`src/rtl/mbox_pkg.sv`:
```
package mbox_pkg;
  timeunit 1ns; timeprecision 1ps;
  localparam int MB_DW   = 32;
  localparam int MB_LA_W = 8;
  localparam int MB_HA_W = 4;
  localparam int MB_NSRC = 2;

  // local-side offsets
  localparam logic [7:0] LOC_IN_OFS  = 8'h0C;
  localparam logic [7:0] LOC_OUT_OFS = 8'h1C;
  // host-side offsets
  localparam logic [7:0] HST_IN_OFS  = 8'h0;
  localparam logic [7:0] HST_OUT_OFS = 8'h4;
  localparam logic [7:0] HST_CTL_OFS = 8'h8;

  // control word field positions
  localparam int CTL_EN_LSB   = 0;
  localparam int CTL_PEND_LSB = 8;
  localparam int CTL_INF_LSB  = 16;
  localparam int CTL_OUTF_LSB = 20;

  typedef enum int { EV_IN_RD = 0, EV_OUT_WR = 1 } mb_event_e;
endpackage

```
`src/rtl/mbox_bytereg.sv`:
```
module mbox_bytereg #(
  parameter int NB = 4
) (
  input  logic          clk,
  input  logic          a_we,
  input  logic [NB-1:0] a_be,
  input  logic [8*NB-1:0] a_d,
  input  logic          b_we,
  input  logic [NB-1:0] b_be,
  input  logic [8*NB-1:0] b_d,
  output logic [8*NB-1:0] q
);
  timeunit 1ns; timeprecision 1ps;
  // Mailbox content has no reset value; port a wins a lane over port b.
  for (genvar i = 0; i < NB; i++) begin : g_lane
    logic       lane_en;
    logic [7:0] lane_nxt;
    always_comb begin
      lane_en  = (a_we & a_be[i]) | (b_we & b_be[i]);
      lane_nxt = (a_we & a_be[i]) ? a_d[8*i +: 8] : b_d[8*i +: 8];
    end
    always_ff @(posedge clk) begin
      if (lane_en) q[8*i +: 8] <= lane_nxt;
    end
  end
endmodule

```
`src/rtl/mbox_fullbits.sv`:
```
module mbox_fullbits #(
  parameter int NB = 4
) (
  input  logic          clk,
  input  logic          rst_n,
  input  logic [NB-1:0] set,
  input  logic [NB-1:0] clr,
  output logic [NB-1:0] q
);
  timeunit 1ns; timeprecision 1ps;
  logic [NB-1:0] nxt;
  always_comb nxt = (q & ~clr) | set;   // set dominates
  always_ff @(posedge clk or negedge rst_n) begin
    if (!rst_n) q <= '0;
    else        q <= nxt;
  end
endmodule

```
`src/rtl/mbox_irqctl.sv`:
```
module mbox_irqctl #(
  parameter int NSRC = 2
) (
  input  logic            clk,
  input  logic            rst_n,
  input  logic            en_we,
  input  logic [NSRC-1:0] en_d,
  input  logic [NSRC-1:0] ev,
  input  logic [NSRC-1:0] w1c,
  output logic [NSRC-1:0] en_q,
  output logic [NSRC-1:0] pend_q,
  output logic            irq
);
  timeunit 1ns; timeprecision 1ps;
  logic [NSRC-1:0] pend_nxt;
  always_comb pend_nxt = (pend_q & ~w1c) | ev;   // event beats clear

  always_ff @(posedge clk or negedge rst_n) begin
    if (!rst_n)     en_q <= '0;
    else if (en_we) en_q <= en_d;
  end

  always_ff @(posedge clk or negedge rst_n) begin
    if (!rst_n) pend_q <= '0;
    else        pend_q <= pend_nxt;
  end

  assign irq = |(en_q & pend_q);
endmodule

```
`src/rtl/mbox_pair_top.sv`:
```
module mbox_pair_top
  import mbox_pkg::*;
#(
  parameter int DW   = MB_DW,
  parameter int LA_W = MB_LA_W,
  parameter int HA_W = MB_HA_W
) (
  input  logic              clk,
  input  logic              rst_n,
  input  logic [HA_W-1:0]   h_addr,
  input  logic [DW/8-1:0]   h_be,
  input  logic              h_wr,
  input  logic              h_rd,
  input  logic [DW-1:0]     h_wdata,
  output logic [DW-1:0]     h_rdata,
  input  logic [LA_W-1:0]   l_addr,
  input  logic [DW/8-1:0]   l_be,
  input  logic              l_wr,
  input  logic              l_rd,
  input  logic [DW-1:0]     l_wdata,
  output logic [DW-1:0]     l_rdata,
  input  logic              x_ld,
  input  logic [7:0]        x_byte,
  output logic              irq
);
  timeunit 1ns; timeprecision 1ps;
  localparam int NB   = DW / 8;
  localparam int NSRC = MB_NSRC;
  localparam logic [NB-1:0] TOP_LANE = NB'(1) << (NB - 1);

  // address decode
  logic l_in_hit, l_out_hit, h_in_hit, h_out_hit, h_ctl_hit;
  logic l_rd_in, l_wr_out, h_wr_in, h_rd_out, h_wr_ctl;
  always_comb begin
    l_in_hit  = (l_addr == LA_W'(LOC_IN_OFS));
    l_out_hit = (l_addr == LA_W'(LOC_OUT_OFS));
    h_in_hit  = (h_addr == HA_W'(HST_IN_OFS));
    h_out_hit = (h_addr == HA_W'(HST_OUT_OFS));
    h_ctl_hit = (h_addr == HA_W'(HST_CTL_OFS));
    l_rd_in   = l_rd & l_in_hit;
    l_wr_out  = l_wr & l_out_hit;
    h_wr_in   = h_wr & h_in_hit;
    h_rd_out  = h_rd & h_out_hit;
    h_wr_ctl  = h_wr & h_ctl_hit;
  end

  // mailbox words
  logic [DW-1:0] in_q, out_q;
  mbox_bytereg #(.NB(NB)) u_in_reg (
    .clk(clk), .a_we(h_wr_in), .a_be(h_be), .a_d(h_wdata),
    .b_we(1'b0), .b_be('0), .b_d('0), .q(in_q)
  );
  mbox_bytereg #(.NB(NB)) u_out_reg (
    .clk(clk), .a_we(l_wr_out), .a_be(l_be), .a_d(l_wdata),
    .b_we(x_ld), .b_be(TOP_LANE), .b_d({x_byte, {(DW-8){1'b0}}}), .q(out_q)
  );

  // lane full flags
  logic [NB-1:0] in_set, in_clr, out_set, out_clr, in_full, out_full;
  always_comb begin
    in_set  = h_wr_in  ? h_be : '0;
    in_clr  = l_rd_in  ? l_be : '0;
    out_set = (l_wr_out ? l_be : '0) | (x_ld ? TOP_LANE : '0);
    out_clr = h_rd_out ? h_be : '0;
  end
  mbox_fullbits #(.NB(NB)) u_in_full (
    .clk(clk), .rst_n(rst_n), .set(in_set), .clr(in_clr), .q(in_full)
  );
  mbox_fullbits #(.NB(NB)) u_out_full (
    .clk(clk), .rst_n(rst_n), .set(out_set), .clr(out_clr), .q(out_full)
  );

  // events and interrupt
  logic [NSRC-1:0] ev, w1c, en_q, pend_q;
  always_comb begin
    ev            = '0;
    ev[EV_IN_RD]  = l_rd_in  & (|l_be);
    ev[EV_OUT_WR] = l_wr_out & (|l_be);
    w1c = (h_wr_ctl & h_be[1]) ? h_wdata[CTL_PEND_LSB +: NSRC] : '0;
  end
  mbox_irqctl #(.NSRC(NSRC)) u_irq (
    .clk(clk), .rst_n(rst_n),
    .en_we(h_wr_ctl & h_be[0]), .en_d(h_wdata[CTL_EN_LSB +: NSRC]),
    .ev(ev), .w1c(w1c), .en_q(en_q), .pend_q(pend_q), .irq(irq)
  );

  // read data paths
  logic [DW-1:0] l_mask, h_mask, ctl_word;
  for (genvar i = 0; i < NB; i++) begin : g_mask
    assign l_mask[8*i +: 8] = {8{l_be[i]}};
    assign h_mask[8*i +: 8] = {8{h_be[i]}};
  end

  always_comb begin
    ctl_word = '0;
    ctl_word[CTL_EN_LSB   +: NSRC] = en_q;
    ctl_word[CTL_PEND_LSB +: NSRC] = pend_q;
    ctl_word[CTL_INF_LSB  +: NB]   = in_full;
    ctl_word[CTL_OUTF_LSB +: NB]   = out_full;
  end

  always_comb begin
    if (l_in_hit)       l_rdata = in_q & l_mask;
    else if (l_out_hit) l_rdata = out_q & l_mask;
    else                l_rdata = '0;
    if (h_in_hit)       h_rdata = in_q & h_mask;
    else if (h_out_hit) h_rdata = out_q & h_mask;
    else if (h_ctl_hit) h_rdata = ctl_word & h_mask;
    else                h_rdata = '0;
  end
endmodule

```
`config.mk`:
```
export PLATFORM = sky130hd
export DESIGN_NAME = mbox_pair_top
export DESIGN_NICKNAME = d
export VERILOG_FILES = /design/src/rtl/mbox_pkg.sv /design/src/rtl/mbox_bytereg.sv /design/src/rtl/mbox_fullbits.sv /design/src/rtl/mbox_irqctl.sv /design/src/rtl/mbox_pair_top.sv
export SDC_FILE = /design/constraint.sdc
export NUM_CORES = 1
export LEC_CHECK = 0
export CORE_MARGIN = 2
export CORE_UTILIZATION = 46
export DETAILED_ROUTE_END_ITERATION = 10
export GPL_ROUTABILITY_DRIVEN = 0
export PLACE_DENSITY = 0.94
export SYNTH_ARGS = -nofsm -noshare
export SYNTH_HDL_FRONTEND = slang
export SYNTH_SLANG_ARGS = --single-unit
```
`constraint.sdc`:
```
create_clock -name clk -period 4.9 [get_ports clk]
set_input_delay 0.98 -clock clk [delete_from_list [all_inputs] [get_ports clk]]
set_output_delay 0.98 -clock clk [all_outputs]
set_load 0.01 [all_outputs]
```
==> flow_summary.ini <==
[placed_design]
placed_area_um2 = 5590
portBuffers = 163
post-place-ws_ps = 726
placed_cells = 590
place_hpwl_um = 8400

[synthesis]
synth_area_um2 = 3880
ys_warn_count = 0
synth.distinct_cells = 34
synth_area_per_cell_um2 = 11.3
synth-seq-cells = 76
ys_seq_area_share_pct = 57.3
synth_fp_nets = 442
postSynthCellCount = 343

[sta]
grt_setup_unrepaired = false
final_hold_viol_count = 0
slew_viol_final = 0
slew_headroom_pct = 45.9
setup_viol = 0
min_period_ps = 4190
max_freq_ghz = 0.239
setup_tns_ps = 0
fin_skew_ps = 0
finalWorstSetupSlack_ps = 714
timing.final.crit_share_pct = 85.4
tightestPinTransition_ps = 811

[critical_path]
crit_type = in -> out
r2r_start = u_out_full.q[3]
crit_arrival_ps = 3210
worst_ep_required_time_ps = 3920
end_kind = output port
startpoint = l_addr[5]
worstSetupStartpointType = primary input
cp_max_fo = 37

[pwr]
p_leak_nw = 1.93
power_density_nw_per_um2 = 254
p_comb_share_pct = 12.2
switching_power_mw = 0.313
pwr-share-clk_pct = 38.0
swShare_pct = 21.2
pwr-share-seq_pct = 49.8
vdd_drop_max_mv = 0.223
p_int_mw = 1.17

[floorplanning]
ios = 164
dieArea_um2 = 9190
die_h_um = 95.8
die_w_um = 95.8
rows = 33
core_region_area_um2 = 8220
start_util_pct = 47.2

[detailed_routing]
vias = 3563
wl_per_cell_um = 19.6
drt-initial-drc-count = 293
vias_per_cell = 5.88
ant_nets = 0
wl_um = 11900
dr.pass1.iters = 5
drcViolationCount = 0

[cts]
root_buffer = clkbuf_8
cts_buffers = 9
cts_htree_levels = 3
cts_max_path_buffers = 2
post-cts-setup-buffers = 0
cts_tree = yes
clk_pin_slew_ps = 80
worstSkewPairLatency_ps = 350
cts.sinks = 76
cts_resized = 0
ctsHoldBuffers = 0

[global_route]
grt_max_degree = 73
first_global_vias = 3684
grt.total_usage_pct = 25.8
grt_pass1_wl_um = 17800
overflow = 0
antenna_found_initial = 0

[final_layout]
num-nets-final = 595
antenna_cells = 0
area_growth_pct = 50.0
final_core_util_pct = 70.8
drive_above_1_share_pct = 6.99
final_cell_count_no_fill = 606
postLayoutCellArea_um2 = 5820

[worst_hold_path]
hold_class = reg -> reg
worstHoldStart = u_in_full.q[0]

[job]
maxCapViolations = 0

[outcome]
outcome = finished, final reports clean
==> flip-flops by register name (all words and copies together), names as in the netlist <==
signal	count
u_in_reg.q	32
u_out_reg.q	32
u_in_full.q	4
u_out_full.q	4
u_irq.en_q	2
u_irq.pend_q	2
==> area by class of cell <==
type                            count  area (um^2)
Clock buffer                       10          128
Clock inverter                      6          103
Fill cell                         587         2400
Inverter                            1         3.75
Multi-Input combinational cell    240         1560
Sequential cell                    76         2220
Tap cell                          105          131
Timing Repair Buffer              168         1680
==> path summary, 6_finish.rpt <==
check | to | slack [ps] | cells past startpoint
max | l_rdata[8] | 710 | 6
min | u_in_full.q[0] | 490 | 1
max reg2reg | u_out_full.q[3] | 4080 | 1
min reg2reg | u_in_full.q[0] | 490 | 1
max in group asynchronous | u_irq.en_q[1] | 3550 | 1
min in group asynchronous | u_in_full.q[2] | 980 | 1
==> layer usage <==
metal  vias to the layer above  GRT usage, %  routed length, um
li1                       1605             -                  -
met1                      1706          28.9               4370
met2                       223          44.9               5990
met3                        29          7.28               1180
met4                         0          13.0                326
met5                         -             0                  0
==> synthesized netlist by cell type, drive strengths merged <==
cell type / number / area (um^2)
nor4b: 2 / 38.8
or4: 1 / 7.51
a21boi: 32 / 240
nor2: 20 / 75.1
a221o: 1 / 10.0
nor3: 1 / 10.0
edfxtp: 64 / 1920
dfrtp: 12 / 300
nand3: 67 / 348
and2: 2 / 12.5
a21oi: 12 / 60.1
nand2: 15 / 56.3
and3: 8 / 50.1
nor4: 3 / 33.8
clkbuf: 9 / 33.8
a21o: 4 / 30.0
nor4bb: 1 / 10.0
inv: 1 / 3.75
mux2: 10 / 113
buf: 17 / 80.1
nand4: 10 / 62.6
a22o: 1 / 8.76
nand2b: 1 / 6.26
a32o: 3 / 30.0
o21ai: 24 / 120
mux2i: 20 / 200
o2bb2ai: 2 / 17.5
==> metrics by stage <==
step | total power [mW] | hold WS, ps
after global routing | 1.52 | 499
final | 1.48 | 487
after detailed placement | 0.930 | 466
after floorplan | 0.809 | 450
after global placement | 0.924 | 462
after CTS | 1.49 | 489
==> layout by cell type (no fill, tap or decap), types with 5 or more instances in the layout <==
| master | instances |
|---|---|
| clkbuf_8 | 9 |
| a21boi_1 | 5 |
| edfxtp_1 | 64 |
| a21oi_1 | 12 |
| nand2_1 | 15 |
| a21boi_0 | 27 |
| nor2_1 | 20 |
| nand4_1 | 10 |
| and3_1 | 8 |
| mux2i_1 | 20 |
| o21ai_0 | 23 |
| dfrtp_1 | 12 |
| clkdlybuf4s50_1 | 162 |
| nand3_1 | 66 |
| mux2_2 | 10 |
==> worst max-delay path: stages <==
cell	delay, ps
clkdlybuf4s50_1	510
nor4_4	300
buf_4	420
nand3_1	130
a21boi_0	250
clkdlybuf4s50_1	590
==> power groups by stage <==
stage | registers, mW | logic (mW) | clock network (mW)
2_1_floorplan | 0.747 | 0.0623 | 0
3_5_place_dp | 0.750 | 0.179 | 0
5_1_grt | 0.738 | 0.192 | 0.589
6_report | 0.736 | 0.181 | 0.563
4_1_cts | 0.736 | 0.180 | 0.569
3_3_place_gp | 0.749 | 0.175 | 0
==> logic make-up (layout without fill, tap and decap cells) <==
logic type	count (synthesis)	count (layout)	share of synthesized area, %
compound gates	79	79	13.3
simple gates	131	131	18.3
mux	30	30	8.06
buf+inv	27	185	3.03
flops	76	76	57.3
Note: power is estimated with default switching activity, not from simulation.
